==> src/rtl/bsc_pkg.sv <==
// Package: shared types for the dual-input step counter.
// Assumes: nothing beyond IEEE 1800-2017.
package bsc_pkg;

    // Step decision produced each system clock cycle.
    typedef enum logic [1:0] {
        STEP_HOLD = 2'd0,
        STEP_INC  = 2'd1,
        STEP_DEC  = 2'd2
    } step_e;

    // Number of count-input lanes (advance and retreat).
    localparam int unsigned LANES = 2;
    localparam int unsigned LANE_UP = 0;
    localparam int unsigned LANE_DN = 1;

endpackage

==> src/rtl/bsc_edge_detect.sv <==
// Module: bsc_edge_detect
// Flags a rising edge on a level input by comparing it with the value
// held from the previous system clock. The history resets to IDLE so
// that an input resting at its idle level produces no edge after reset.
// Assumes: pin_i is synchronous to clk and stays stable for at least
// one clock per level.
module bsc_edge_detect #(
    parameter logic IDLE = 1'b1
) (
    input  logic clk,
    input  logic rst_n,
    input  logic pin_i,
    output logic rise_o
);

    logic prev_q;

    // Hold the last sampled level of the input.
    always_ff @(posedge clk) begin
        if (!rst_n) begin
            prev_q <= IDLE;
        end else begin
            prev_q <= pin_i;
        end
    end

    // Rising edge: high now, low last cycle.
    always_comb begin
        rise_o = pin_i & ~prev_q;
    end

endmodule

==> src/rtl/bsc_step_decode.sv <==
// Module: bsc_step_decode
// Turns the two edge flags into one step decision. An edge counts only
// while the opposite count input rests high. If both qualify in one
// cycle, they cancel and the count holds.
// Assumes: edge flags come from bsc_edge_detect on the same pins.
module bsc_step_decode
    import bsc_pkg::*;
(
    input  logic  up_pin,
    input  logic  dn_pin,
    input  logic  up_rise,
    input  logic  dn_rise,
    output step_e step_o
);

    logic inc_ok;
    logic dec_ok;

    // Qualify each edge with the other input's level.
    always_comb begin
        inc_ok = up_rise & dn_pin;
        dec_ok = dn_rise & up_pin;
    end

    // Choose the step; simultaneous qualified edges cancel.
    always_comb begin
        unique case ({dec_ok, inc_ok})
            2'b01:   step_o = STEP_INC;
            2'b10:   step_o = STEP_DEC;
            default: step_o = STEP_HOLD;
        endcase
    end

endmodule

==> src/rtl/bsc_count_core.sv <==
// Module: bsc_count_core
// Holds the count register and forms the visible count. Clear and load
// are applied to the register at the next clock and also bypass it
// combinationally, so their effect shows before any edge. Priority is:
// clear, then load, then step.
// Assumes: step_i is already qualified by bsc_step_decode.
module bsc_count_core
    import bsc_pkg::*;
#(
    parameter int unsigned W = 4
) (
    input  logic         clk,
    input  logic         rst_n,
    input  logic         clr,
    input  logic         load_n,
    input  logic [W-1:0] din,
    input  step_e        step_i,
    output logic [W-1:0] count_o
);

    localparam logic [W-1:0] ZERO = '0;
    localparam logic [W-1:0] ONE  = W'(1);

    logic [W-1:0] cnt_q;
    logic [W-1:0] cnt_d;

    // Next stored value by priority: clear, load, step.
    always_comb begin
        cnt_d = cnt_q;
        if (clr) begin
            cnt_d = ZERO;
        end else if (!load_n) begin
            cnt_d = din;
        end else begin
            unique case (step_i)
                STEP_INC: cnt_d = cnt_q + ONE;
                STEP_DEC: cnt_d = cnt_q - ONE;
                default:  cnt_d = cnt_q;
            endcase
        end
    end

    // Stored count register.
    always_ff @(posedge clk) begin
        if (!rst_n) begin
            cnt_q <= ZERO;
        end else begin
            cnt_q <= cnt_d;
        end
    end

    // Visible count: overrides bypass the register.
    always_comb begin
        if (clr) begin
            count_o = ZERO;
        end else if (!load_n) begin
            count_o = din;
        end else begin
            count_o = cnt_q;
        end
    end

endmodule

==> src/rtl/bsc_cascade_flags.sv <==
// Module: bsc_cascade_flags
// Forms the active-low carry and borrow. Each is gated by the low phase
// of its count input, so it rises with that input's next edge.
// Assumes: count_i is the visible count.
module bsc_cascade_flags #(
    parameter int unsigned W = 4
) (
    input  logic [W-1:0] count_i,
    input  logic         up_pin,
    input  logic         dn_pin,
    output logic         carry_n,
    output logic         borrow_n
);

    localparam logic [W-1:0] TOP = '1;
    localparam logic [W-1:0] BOT = '0;

    // Terminal-count detection gated by the count input's low phase.
    always_comb begin
        carry_n  = ~((count_i == TOP) & ~up_pin);
        borrow_n = ~((count_i == BOT) & ~dn_pin);
    end

endmodule

==> src/rtl/bidir_step_counter.sv <==
// Module: bidir_step_counter (top)
// W-bit counter stepped up or down by rising edges on two separate count
// inputs, which the system clock samples. It has an immediate clear and
// load, plus active-low carry and borrow for cascading.
// Assumes: up_in and dn_in are synchronous to clk and toggle at no more
// than half the clk rate.
module bidir_step_counter
    import bsc_pkg::*;
#(
    parameter int unsigned W = 4
) (
    input  logic         clk,
    input  logic         rst_n,
    input  logic         up_in,
    input  logic         dn_in,
    input  logic         clr,
    input  logic         load_n,
    input  logic [W-1:0] din,
    output logic [W-1:0] count,
    output logic         carry_n,
    output logic         borrow_n
);

    logic [LANES-1:0] pins;
    logic [LANES-1:0] rises;
    step_e            step;

    // Gather the count inputs into lanes.
    always_comb begin
        pins[LANE_UP] = up_in;
        pins[LANE_DN] = dn_in;
    end

    // One edge detector per count input, both idling high.
    for (genvar i = 0; i < LANES; i++) begin : g_lane
        bsc_edge_detect #(.IDLE(1'b1)) u_edge (
            .clk    (clk),
            .rst_n  (rst_n),
            .pin_i  (pins[i]),
            .rise_o (rises[i])
        );
    end

    bsc_step_decode u_decode (
        .up_pin  (up_in),
        .dn_pin  (dn_in),
        .up_rise (rises[LANE_UP]),
        .dn_rise (rises[LANE_DN]),
        .step_o  (step)
    );

    bsc_count_core #(.W(W)) u_core (
        .clk     (clk),
        .rst_n   (rst_n),
        .clr     (clr),
        .load_n  (load_n),
        .din     (din),
        .step_i  (step),
        .count_o (count)
    );

    bsc_cascade_flags #(.W(W)) u_flags (
        .count_i  (count),
        .up_pin   (up_in),
        .dn_pin   (dn_in),
        .carry_n  (carry_n),
        .borrow_n (borrow_n)
    );

endmodule

==> config.mk <==
export PLATFORM = sky130hd
export DESIGN_NAME = bidir_step_counter
export DESIGN_NICKNAME = d
export VERILOG_FILES = /design/src/rtl/bsc_pkg.sv /design/src/rtl/bsc_edge_detect.sv /design/src/rtl/bsc_step_decode.sv /design/src/rtl/bsc_count_core.sv /design/src/rtl/bsc_cascade_flags.sv /design/src/rtl/bidir_step_counter.sv
export SDC_FILE = /design/constraint.sdc
export NUM_CORES = 1
export LEC_CHECK = 0
export BUFFER_PORTS_ARGS = -buffer_cell sky130_fd_sc_hd__buf_2
export CORE_AREA = 5 5 42 44
export CTS_BUF_LIST = sky130_fd_sc_hd__clkbuf_4 sky130_fd_sc_hd__clkbuf_8
export CTS_CLUSTER_SIZE = 24
export DETAILED_ROUTE_END_ITERATION = 8
export DIE_AREA = 0 0 47 49
export PLACE_DENSITY = 0.62
export SLEW_MARGIN = 10
export SYNTH_ARGS = -nofsm -noshare
export SYNTH_HDL_FRONTEND = slang
export SYNTH_HIERARCHICAL = 1
export SYNTH_SLANG_ARGS = --single-unit
==> constraint.sdc <==
create_clock -name clk -period 3.2 [get_ports clk]
set_input_delay 0.32 -clock clk [delete_from_list [all_inputs] [get_ports clk]]
set_output_delay 0.32 -clock clk [all_outputs]
set_load 0.03 [all_outputs]
-- Word level (Yosys, flattened, before mapping)
Cells that the tools add are included.
W data, S select, Z words.
- flip-flop bits (word level): 6
- bits of input ports: 10
- output and inout bits: 6
- word-level logic and storage cells: 31
- add/sub/neg operators: 2
- eq/ne operators: 6
- multiplexer cells: 5
- bitwise logic cells: 13
- reductions and logical operators: 2
- operators with widths (cell ; count):
    $mux W4 ; 3
    $pmux W4 S2 ; 1
    $not A1 Y1 ; 7
    $and A1 B1 Y1 ; 6
    $add A4 B1 Y4 const B ; 1
    $eq A2 B1 Y1 const B ; 2
    $eq A2 B2 Y1 const B ; 2
    $eq A4 B4 Y1 const B ; 1
    $logic_not A4 Y1 ; 1
    $pmux W2 S2 ; 1
    $sub A4 B1 Y4 const B ; 1
    $ne A3 B1 Y1 const B ; 1
    $reduce_or A2 Y1 ; 1

-- Longest topological paths before layout
- depth in word-level cells: 8
- mapped depth: 10
- gate-level depth less buffers: 10

-- Modules after synthesis
Netlist, hierarchy kept.
- modules (own cells, without submodules) (module ; instances ; cells each ; area an instance (um2) ; seq. area each (um2)):
    bsc_count_core ; 1 ; 42 ; 337.8 ; 80.1
    bsc_edge_detect ; 2 ; 3 ; 40.0 ; 20.0
    bsc_cascade_flags ; 1 ; 5 ; 25.0 ; 0.0
    bsc_step_decode ; 1 ; 3 ; 15.0 ; 0.0

-- Least setup slack after synthesis
Ideal clock, no wire load.
- path kind: input to output
- from: input load_n
- to: output carry_n
- arrival time: 1752 ps
- setup slack: 1128 ps
- cell stages on the path: 4
- buffers on the path: 1
- path through: clkbuf_1 -> nand2_1 -> a21oi_1 -> nand4_1
- longest elaborated chain between the ends: 5
- RTL lines (item ; RTL line ; text):
    start, declared ; bidir_step_counter.sv:17 ; input logic load_n,
    $mux W4 ; bsc_count_core.sv:56 ; end else if (!load_n) begin
    $mux W4 ; bsc_count_core.sv:54 ; if (clr) begin
    named net count[3] ; bidir_step_counter.sv:19 ; output logic [W-1:0] count,
    $eq A4 B4 Y1 ; bsc_cascade_flags.sv:20 ; carry_n = ~((count_i == TOP) & ~up_pin);
    $and A1 B1 Y1 ; bsc_cascade_flags.sv:20 ;
    $not A1 Y1 ; bsc_cascade_flags.sv:20 ;
    end, declared ; bidir_step_counter.sv:20 ; output logic carry_n,
The timed path passes the listed nets, and every way through them passes these cells.

-- Worst setup path in the final report
- from: register g_lane[1].u_edge.prev_q
- to: register u_core.cnt_q[2]
- longest elaborated chain between the ends: 8
- RTL lines (item ; RTL line ; text):
    start, declared ; bsc_edge_detect.sv:16 ; logic prev_q;
    start signal, assigned ; bsc_edge_detect.sv:23 ; prev_q <= pin_i;
    $not A1 Y1 * ; bsc_edge_detect.sv:29 ; rise_o = pin_i & ~prev_q;
    $and A1 B1 Y1 * ; bsc_edge_detect.sv:29 ;
    named net rises[1] ; bidir_step_counter.sv:25 ; logic [LANES-1:0] rises;
    $and A1 B1 Y1 * ; bsc_step_decode.sv:22 ; dec_ok = dn_rise & up_pin;
    $eq A2 B2 Y1 / $eq A2 B1 Y1 (equally long branches) ; bsc_step_decode.sv:27 ; unique case ({dec_ok, inc_ok})
    $pmux W2 S2 * ; bsc_step_decode.sv:27 ;
    named net step[1] ; bidir_step_counter.sv:26 ; step_e step;
    $eq A2 B2 Y1 / $eq A2 B1 Y1 (equally long branches) ; bsc_count_core.sv:35 ; unique case (step_i)
    $pmux W4 S2 ; bsc_count_core.sv:35 ;
    $mux W4 ; bsc_count_core.sv:32 ; end else if (!load_n) begin
    end signal, assigned ; bsc_count_core.sv:48 ; cnt_q <= cnt_d;
    end, declared ; bsc_count_core.sv:24 ; logic [W-1:0] cnt_q;
The timed path passes the listed nets; every way through them passes the cells marked *.
A chain may end at the register's enable or synchronous reset.

==> results.yml <==
outcome:
  status: "finished, final reports clean"
sta:
  setup_viol: 0
  hold_violations: 0
  rsz0062_at_grt: "false"
  max_slew_margin_pct: 81.9
  setup_tns_ns: 0
  clock_skew_ns: 0.00570
  drv_slew: 0
  period_minus_slack_ns: 1.97
  worst_slew_pin_slew_ns: 0.272
  fmax_ghz: 0.508
  post-route-period-util_pct: 61.5
critical_path:
  worstSetupPathType: "reg -> reg"
  worstReg2RegStart: "g_lane[1].u_edge/prev_q"
  critPathBufInv: 0
  crit_slowest_cell: "or3b_4"
  path_delay_family: "simple AND/OR/NAND/NOR gates"
  startpoint_type: "flip-flop"
  r2r_end: "u_core/cnt_q[2]"
  reg2reg_depth: 9
  worst-path-max-fanout: 4
  max_stage_delay_ns: 0.45
  crit_chain: "nor2b_4, nand2_1, a21oi_1, or3b_4, nand2_1, ha_1, mux2i_1, mux2i_1, o21ai_1"
  cp.arrival_ns: 2.09
  crit_required_ns: 3.33
  rrSetupSlack_ns: 1.23
  cp-end-kind: "flip-flop"
power_and_ir_drop:
  leakage_nw: 0.248
  p_per_area_mw_per_mm2: 342
  vdd_drop_max_v: 0.000197
  totalPowerFinal_mw: 0.194
floorplan:
  ioPinCount: 16
  die-area_mm2: 0.00230
  die_x_um: 47
  die_h_um: 49
  core-area_mm2: 0.00140
  fp-row-count: 14
  start_util_pct: 32.7
detailed_routing:
  routedWlPerCell_um: 10.2
  drt_iter0_drc: 3
  route.detailed.drc: 0
  totalWireLength_um: 901
  vias: 416
  route.antenna.remaining_nets: 0
  drt_pass1_iterations: 4
  via_per_inst: 4.73
cells_and_area:
  fin_nets: 85
  n_fill_cell: 151
  final_util_pct: 40.5
  layout_commonest_cell: "buf_2"
  drive_gt1_share_pct: 30.6
  diodes: 0
  mostFrequentLayoutCells: "buf_2 (15), nand2b_1 (7), nand2_1 (7)"
  area_delta_synth_final_pct: 24.0
  stdcell_count: 88
clocking:
  post_cts_buffers: 0
  cts_root_buf: "clkbuf_4"
  htreeDepth: 1
  path_clk_slew_ns: 0.05
  clk_latency_ns: 0.24
  cts.sinks: 6
  cts_buffers: 3
  cts-resized-gates: 0
  holdBufCountCts: 0
  tritoncts: "done"
  clockBufferDepth: 2
synth:
  netlist_area_um2: 458
  synth-seq-cells: 6
  synthDistinctLibCells: 22
  yosys_warnings: 6
  syn_area_per_cell_um2: 8.18
  ys_seq_area_share_pct: 26.2
  synth_fp_nets: 67
  synthCells: 56
hold_path:
  hold_depth: 2
  hp-class: "in -> reg"
  whs_endpoint: "g_lane[1].u_edge/prev_q"
  hold_path.startpoint: "rst_n"
global_routing:
  antenna_found_initial: 0
  grt_pass1_wl_mm: 1.50
  overflow: 0
  grt_max_degree: 13
  grt_pass1_vias: 386
  track_usage_pct: 9.15
placement:
  gp_congestion: 0.691
  post-dp-hpwl_um: 747
  place_inst: 85
  io_buffers: 15
flow_run:
  drv_cap: 0
-- where the power goes --
part	leakage (nW)	total [mW]	switching, mW	internal [mW]
Sequential	0.0494	0.0821	0.00368	0.0784
Combinational	0.184	0.0428	0.0247	0.0181
Clock	0.0138	0.0694	0.0270	0.0424
Total	0.248	0.194	0.0554	0.139
-- cell usage after synthesis --
master | count | area share (%)
a211oi_1 | 1 | 1.6
clkbuf_1 | 2 | 1.6
or3b_4 | 1 | 2.5
nand3_1 | 1 | 1.1
o21ai_0 | 1 | 1.1
o21ai_1 | 2 | 2.2
nand2b_1 | 7 | 9.6
nand4_1 | 1 | 1.4
xor2_1 | 2 | 3.8
nor2b_1 | 1 | 1.4
dfxtp_1 | 6 | 26
nor2_1 | 5 | 4.1
nor3b_1 | 2 | 3.3
nand2_1 | 7 | 5.7
nor2b_4 | 2 | 6.0
and3_1 | 1 | 1.4
nor3_1 | 1 | 1.1
inv_1 | 1 | 0.82
mux2i_1 | 5 | 11
ha_1 | 1 | 2.7
a21oi_1 | 5 | 5.5
o32ai_4 | 1 | 6.0
-- metal layers --
metal / up-vias / track usage [%] / share of wire [%]
met5: - / 0 / 0
li1: 228 / - / -
met1: 171 / 12.3 / 48
met3: 2 / 2.21 / 8.3
met4: 0 / 8.29 / 1.3
met2: 15 / 11.3 / 43
-- state kept, by name, summed over array words and instances, names as in the netlist --
name / cells
g_lane.u_edge/prev_q: 2
u_core/cnt_q: 4
-- worst max path at each step --
stage	endpoint	cells after the start	startpoint
floorplan	carry_n	4	load_n
global placement	u_core/cnt_q[2]	10	dn_in
detailed placement	u_core/cnt_q[2]	10	dn_in
CTS	u_core/cnt_q[2]	9	g_lane[1].u_edge/prev_q
global route	u_core/cnt_q[2]	9	g_lane[1].u_edge/prev_q
finish	u_core/cnt_q[2]	9	g_lane[1].u_edge/prev_q
-- worst register-to-register path: stages (launching register included) --
cell     delay (ns)
dfxtp_1        0.31
nor2b_4        0.09
nand2_1        0.06
a21oi_1        0.24
or3b_4         0.45
nand2_1        0.07
ha_1           0.15
mux2i_1        0.21
mux2i_1        0.19
o21ai_1        0.08
-- metrics by stage --
stage | hold slack [ns] | setup WS, ns | instance area, um2
2_1_floorplan | 0.393 | 1.13 | 458
3_3_place_gp | 0.521 | 1.06 | 546
3_5_place_dp | 0.525 | 1.04 | 546
4_1_cts | 0.270 | 1.21 | 568
5_1_grt | 0.280 | 1.03 | 568
6_report | 0.277 | 1.23 | 568
-- final cells by class --
type                    instances  area (um2)  share of cell area, %
clock buffers                   3        22.5                   3.96
multi-input cells              47         327                   57.5
flip-flops and latches          6         120                   21.1
well taps                      16        20.0                   3.52
inverters                       1        3.75                  0.661
repair buffers                 15        75.1                   13.2
-- cell families after synthesis --
family / Yosys count / share of synthesized area, %
and+or+nand+nor: 29 / 37.4
AOI/OAI and AO/OA: 10 / 16.4
DFF: 6 / 26.2
muxes: 5 / 10.9
buffers and inverters: 3 / 2.46
xor gates and xnor gates: 2 / 3.83
adders and majority gates: 1 / 2.73
Note: power is estimated with default switching activity, not from simulation.
